<file path="config.mk">
export PLATFORM = sky130hd
export DESIGN_NAME = logic_cell
export DESIGN_NICKNAME = d
export VERILOG_FILES = /design/src/rtl/lcell_pkg.sv /design/src/rtl/lcell_src_mux.sv /design/src/rtl/lcell_edge_in.sv /design/src/rtl/lcell_core.sv /design/src/rtl/lcell_edge_out.sv /design/src/rtl/logic_cell.sv
export SDC_FILE = /design/constraint.sdc
export NUM_CORES = 1
export LEC_CHECK = 0
export ABC_AREA = 1
export CORE_UTILIZATION = 35
export CTS_CLUSTER_DIAMETER = 40
export DETAILED_ROUTE_END_ITERATION = 10
export PLACE_DENSITY = 0.8
export SLEW_MARGIN = 20
export SYNTH_ARGS = -nofsm -noshare
export SYNTH_HDL_FRONTEND = slang
export SYNTH_HIERARCHICAL = 1
export SYNTH_SLANG_ARGS = --single-unit
</file>
<file path="constraint.sdc">
create_clock -name clk_i -period 4.6 [get_ports clk_i]
set_input_delay 1.38 -clock clk_i [delete_from_list [all_inputs] [get_ports clk_i]]
set_output_delay 1.38 -clock clk_i [all_outputs]
set_load 0.02 [all_outputs]
</file>
<file path="src/rtl/lcell_pkg.sv">
package lcell_pkg;
  localparam int NUM_NBR  = 4;
  localparam int NUM_BUS  = 4;
  localparam int NUM_SIDE = 4;
  localparam int SRC_W    = 3;
  localparam int BSEL_W   = $clog2(NUM_BUS);

  typedef enum logic [1:0] {
    FN_PASS = 2'd0,
    FN_SWAP = 2'd1,
    FN_HADD = 2'd2,
    FN_HREG = 2'd3
  } core_fn_e;

  typedef enum logic [2:0] {
    MD_TURN_FWD = 3'd0,
    MD_TURN_REV = 3'd1,
    MD_MUX      = 3'd2,
    MD_READ     = 3'd3,
    MD_GWRITE   = 3'd4,
    MD_WRITE    = 3'd5,
    MD_RSV6     = 3'd6,
    MD_RSV7     = 3'd7
  } edge_mode_e;

  typedef struct packed {
    core_fn_e          fn;
    edge_mode_e        mode;
    logic [SRC_W-1:0]  src_a;
    logic [SRC_W-1:0]  src_b;
    logic [BSEL_W-1:0] bus_sel;
  } cell_cfg_t;

  localparam int CFG_W = $bits(cell_cfg_t);
endpackage

</file>
<file path="src/rtl/lcell_src_mux.sv">
module lcell_src_mux #(
  parameter int NSRC  = lcell_pkg::NUM_NBR,
  parameter int SEL_W = lcell_pkg::SRC_W
) (
  input  logic [NSRC-1:0]  nbr_i,
  input  logic [SEL_W-1:0] sel_i,
  output logic             sig_o
);
  localparam int IDX_W = $clog2(NSRC);

  // codes past the neighbour range tie the input high
  always_comb begin
    if (sel_i < SEL_W'(NSRC)) sig_o = nbr_i[sel_i[IDX_W-1:0]];
    else                      sig_o = 1'b1;
  end
endmodule

</file>
<file path="src/rtl/lcell_edge_in.sv">
module lcell_edge_in
  import lcell_pkg::*;
(
  input  edge_mode_e mode_i,
  input  logic       a_raw_i,
  input  logic       b_raw_i,
  input  logic       lbus_i,
  output logic       a_o,
  output logic       b_o
);
  always_comb begin
    a_o = a_raw_i;
    b_o = b_raw_i;
    unique case (mode_i)
      MD_MUX: begin
        a_o = a_raw_i & lbus_i;
        b_o = b_raw_i & ~lbus_i;
      end
      MD_READ, MD_RSV6, MD_RSV7: a_o = a_raw_i & lbus_i;
      default: ;
    endcase
  end
endmodule

</file>
<file path="src/rtl/lcell_core.sv">
module lcell_core
  import lcell_pkg::*;
(
  input  logic     clk_i,
  input  logic     rst_ni,
  input  core_fn_e fn_i,
  input  logic     a_i,
  input  logic     b_i,
  output logic     a_o,
  output logic     b_o
);
  logic sum_d, cry_d, sum_q, cry_q;

  assign sum_d = a_i ^ b_i;
  assign cry_d = a_i & b_i;

  always_ff @(posedge clk_i or negedge rst_ni) begin
    if (!rst_ni) begin
      sum_q <= 1'b0;
      cry_q <= 1'b0;
    end else begin
      sum_q <= sum_d;
      cry_q <= cry_d;
    end
  end

  always_comb begin
    unique case (fn_i)
      FN_PASS: begin a_o = a_i;   b_o = b_i;   end
      FN_SWAP: begin a_o = b_i;   b_o = a_i;   end
      FN_HADD: begin a_o = sum_d; b_o = cry_d; end
      default: begin a_o = sum_q; b_o = cry_q; end
    endcase
  end
endmodule

</file>
<file path="src/rtl/lcell_edge_out.sv">
module lcell_edge_out
  import lcell_pkg::*;
#(
  parameter int NBUS = lcell_pkg::NUM_BUS
) (
  input  edge_mode_e              mode_i,
  input  logic [$clog2(NBUS)-1:0] bus_sel_i,
  input  logic [NBUS-1:0]         lbus_i,
  input  logic                    res_a_i,
  input  logic                    res_b_i,
  output logic [NBUS-1:0]         drv_o,
  output logic [NBUS-1:0]         en_o
);
  localparam int SW = $clog2(NBUS);
  // upper half of the segments runs orthogonally to the lower half
  localparam logic [SW-1:0] TURN_FLIP = SW'(NBUS / 2);

  logic [SW-1:0] partner;
  assign partner = bus_sel_i ^ TURN_FLIP;

  for (genvar g = 0; g < NBUS; g++) begin : g_bus
    logic hit_sel, hit_par, en, val;
    assign hit_sel = (bus_sel_i == SW'(g));
    assign hit_par = (partner == SW'(g));

    always_comb begin
      en  = 1'b0;
      val = 1'b0;
      unique case (mode_i)
        MD_TURN_FWD: begin en = hit_par;            val = lbus_i[bus_sel_i]; end
        MD_TURN_REV: begin en = hit_sel;            val = lbus_i[partner];   end
        MD_GWRITE:   begin en = hit_sel & res_b_i;  val = res_a_i;           end
        MD_WRITE:    begin en = hit_sel;            val = res_a_i;           end
        default: ;
      endcase
    end

    assign en_o[g]  = en;
    assign drv_o[g] = en & val;
  end
endmodule

</file>
<file path="src/rtl/logic_cell.sv">
module logic_cell
  import lcell_pkg::*;
#(
  parameter int NNBR  = lcell_pkg::NUM_NBR,
  parameter int NBUS  = lcell_pkg::NUM_BUS,
  parameter int NSIDE = lcell_pkg::NUM_SIDE
) (
  input  logic             clk_i,
  input  logic             rst_ni,
  input  logic [CFG_W-1:0] cfg_i,
  input  logic [NNBR-1:0]  nbr_a_i,
  input  logic [NNBR-1:0]  nbr_b_i,
  input  logic [NBUS-1:0]  lbus_i,
  output logic [NSIDE-1:0] side_a_o,
  output logic [NSIDE-1:0] side_b_o,
  output logic [NBUS-1:0]  lbus_drv_o,
  output logic [NBUS-1:0]  lbus_en_o
);
  cell_cfg_t cfg;
  logic a_raw, b_raw, l_bit, a_in, b_in, res_a, res_b;

  assign cfg   = cell_cfg_t'(cfg_i);
  assign l_bit = lbus_i[cfg.bus_sel];

  lcell_src_mux #(.NSRC(NNBR), .SEL_W(SRC_W)) u_src_a (
    .nbr_i(nbr_a_i), .sel_i(cfg.src_a), .sig_o(a_raw)
  );
  lcell_src_mux #(.NSRC(NNBR), .SEL_W(SRC_W)) u_src_b (
    .nbr_i(nbr_b_i), .sel_i(cfg.src_b), .sig_o(b_raw)
  );

  lcell_edge_in u_edge_in (
    .mode_i(cfg.mode), .a_raw_i(a_raw), .b_raw_i(b_raw),
    .lbus_i(l_bit), .a_o(a_in), .b_o(b_in)
  );

  lcell_core u_core (
    .clk_i(clk_i), .rst_ni(rst_ni), .fn_i(cfg.fn),
    .a_i(a_in), .b_i(b_in), .a_o(res_a), .b_o(res_b)
  );

  lcell_edge_out #(.NBUS(NBUS)) u_edge_out (
    .mode_i(cfg.mode), .bus_sel_i(cfg.bus_sel), .lbus_i(lbus_i),
    .res_a_i(res_a), .res_b_i(res_b), .drv_o(lbus_drv_o), .en_o(lbus_en_o)
  );

  for (genvar s = 0; s < NSIDE; s++) begin : g_side
    assign side_a_o[s] = res_a;
    assign side_b_o[s] = res_b;
  end
endmodule

</file>
==> flow_summary_export.csv <==
group,metric,value,unit
outcome,status,"finished with violations",
outcome,violations,"design-rule violations",
clocking,cts_made_buffers,3,
sta,slew_violations,0,
route,wl_per_cell,10.5,µm
sta,setup_tns,0,ns
clocking,ctsLongestPathBuffers,2,
placed_design,place.port_buffers,42,
placed_design,preCtsSetupSlack,-0.681,ns
flow_run,drv.max_cap_violation_count,0,
synthesis,netlist-cell-type-count,15,
route,detail_route.iter0.violations,35,
floorplan,floorplan.rows,14,
critical_path,data_arrival_at_the_endpoint_of_the_critical_path,3.16,ns
placed_design,globalplace.congestion,0.859,
floorplan,dieArea,1930,µm²
grt,grt_start_max_net_pins,8,
route,wl,1810,µm
synthesis,syn_nets,140,
pwr,power.density_cell_area,163,nW/µm²
critical_path,critical_path.endpoint_type,"output pin",
critical_path,crit_required,3.22,ns
grt,groute.usage.overall,0.198,
floorplan,io-pin-count,43,
final_layout,fillers,132,
clocking,cts_sinks,2,
floorplan,fp.dieH,44.0,µm
final_layout,multi_input_area,438,µm²
final_layout,layoutNonFillerInstCount,173,
sta,max_freq,0.220,GHz
grt,grt_first_pass_wirelength,2960,µm
route,detail_route.vias_per_cell,4.75,
grt,number_of_antenna_violations_at_the_first_check_in_global_routing,0,
sta,period_share,0.986,
final_layout,commonest_non_fill_non_tap_cell_in_the_layout,"sky130_fd_sc_hd__nand2_1",
final_layout,layout_area_overhead,81.3,%
clocking,clock_tree_from_tritoncts,"yes",
clocking,clkSlewWorstSetupHoldPaths,0.03,ns
final_layout,layout_common_cells,"29 x sky130_fd_sc_hd__nand2_1, 20 x sky130_fd_sc_hd__inv_1, 18 x sky130_fd_sc_hd__nand3_1, 14 x sky130_fd_sc_hd__buf_4, 11 x sky130_fd_sc_hd__dlymetal6s2s_1",
critical_path,critPathKind,"in -> out",
worst_hold_path,hold_path.class,"in -> async",
route,route.antenna.remaining_nets,0,
sta,rel_slew_slack,0.826,
grt,number_of_global_route_vias_before_repair,729,
synthesis,synth_area_per_cell,5.51,µm²
critical_path,critPathLaunchType,"input pin",
clocking,htree_levels,1,
sta,final_hold_viol_count,0,
pwr,power.ir.vdd_worst,0.000104,V
sta,setup_slack,0.0641,ns
synthesis,synth_warnings,6,
final_layout,layout.nets,187,
floorplan,initial_cell_density_of_the_core,0.391,
floorplan,die_width,44.0,µm
route,post-route-drc-count,4,
critical_path,worstPathMaxFanout,4,
synthesis,synth.yosys.seq_area_share,0.0811,
placed_design,dp_cells,168,
clocking,ctsRootBufferMaster,"sky130_fd_sc_hd__clkbuf_4",
route,first_pass_iters,10,
synthesis,synth_cells,112,
placed_design,hpwl,1390,µm
final_layout,final_layout_size_suffix_gt1_frac,0.306,
grt,gr-total-overflow,0,
route,vias,822,
floorplan,floorplan.core_area,1580,µm²
sta,report.final.setup_viol,0,
sta,clock_period_minus_final_worst_setup_slack,4.54,ns
sta,worst-slew-pin-transition,0.259,ns
final_layout,antenna_cells,0,
synthesis,syn-cell-area,617,µm²
clocking,hold_fix_buffers_cts,0,
synthesis,synth_seq_cells,2,
pwr,total_leakage_power,0.729,nW
final_layout,regArea,50.0,µm²
final cells by class:
type / count / share of cell area
clock buffer: 3 / 0.0201
inverter: 24 / 0.0805
multi-input combinational: 74 / 0.391
sequential: 2 / 0.0447
tap: 16 / 0.0179
timing repair buffer: 54 / 0.445
cells in the mapped netlist (all sizes together):
cell type / number / share of area
dfrtp: 2 / 0.081
nand3: 25 / 0.23
inv: 24 / 0.15
ha: 1 / 0.020
buf: 12 / 0.15
nand2: 38 / 0.28
nor2: 5 / 0.030
a21boi: 1 / 0.012
nor3: 1 / 0.026
nand4: 2 / 0.020
a21oi: 1 / 0.014
where the power goes:
part / internal (mW) / switching [mW] / leakage (nW) / total [mW]
clock: 0.0288 / 0.0105 / 0.0138 / 0.0394
combinational: 0.0586 / 0.0637 / 0.691 / 0.122
sequential: 0.0206 / 0.000670 / 0.0240 / 0.0213
total: 0.108 / 0.0749 / 0.729 / 0.183
sequential cells by signal, indices dropped and copies added (netlist names):
| name | count |
|---|---|
| u_core/cry_q | 1 |
| u_core/sum_q | 1 |
layer usage:
metal	global-route usage	routed length (µm)	share of wire
met5	0	0	0
met4	0.0545	0	0
met3	0.0500	125	0.069
met2	0.361	899	0.50
met1	0.228	785	0.43
timing repair:
| action | 4_1_cts | 5_1_grt |
|---|---|---|
| setup endpoints to repair | 16 | 16 |
| resized for setup | 54 | 32 |
| buffers inserted | 1 | 1 |
| pin swaps | 9 | 24 |
stage by stage:
step	cell area, µm²	hold slack (ns)	utilization	power (mW)
after CTS	1030	1.31	0.654	0.178
after global placement	1040	1.55	0.661	0.143
after global routing	1120	1.30	0.710	0.199
final	1120	1.32	0.710	0.183
after floorplan	617	1.08	-	0.0918
after detailed placement	1040	1.55	0.661	0.146
worst max-delay path, cell delays in order:
cell and delay, ns:
sky130_fd_sc_hd__dlygate4sd2_1 0.24, sky130_fd_sc_hd__inv_1 0.05, sky130_fd_sc_hd__nand2_1 0.05, sky130_fd_sc_hd__nand3_1 0.06
sky130_fd_sc_hd__nand2_1 0.06, sky130_fd_sc_hd__nand2_1 0.07, sky130_fd_sc_hd__inv_2 0.04, sky130_fd_sc_hd__a21oi_2 0.17
sky130_fd_sc_hd__ha_2 0.22, sky130_fd_sc_hd__nand3_2 0.08, sky130_fd_sc_hd__nand4_1 0.12, sky130_fd_sc_hd__nand3_1 0.11
sky130_fd_sc_hd__nand2_2 0.13, sky130_fd_sc_hd__nand3_2 0.11, sky130_fd_sc_hd__nand2_4 0.08, sky130_fd_sc_hd__nand2_2 0.05
sky130_fd_sc_hd__inv_2 0.05, sky130_fd_sc_hd__buf_6 0.10
cells by family after synthesis:
logic type / after synthesis / synth area share
buffers and inverters: 36 / 0.292
and+or+nand+nor: 71 / 0.580
DFF: 2 / 0.0811
AOI/OAI and AO/OA: 2 / 0.0264
adders and majority gates: 1 / 0.0203
final timing paths:
| kind | to | from | slack, ns |
|---|---|---|---|
| max | lbus_drv_o[3] | lbus_i[0] | 0.06 |
| min | u_core/sum_q | rst_ni | 1.32 |
| max in group asynchronous | u_core/cry_q | rst_ni | 3.17 |
| min in group clk_i | u_core/cry_q | cfg_i[9] | 1.77 |
No activity file was read; power rests on OpenSTA's default activity.
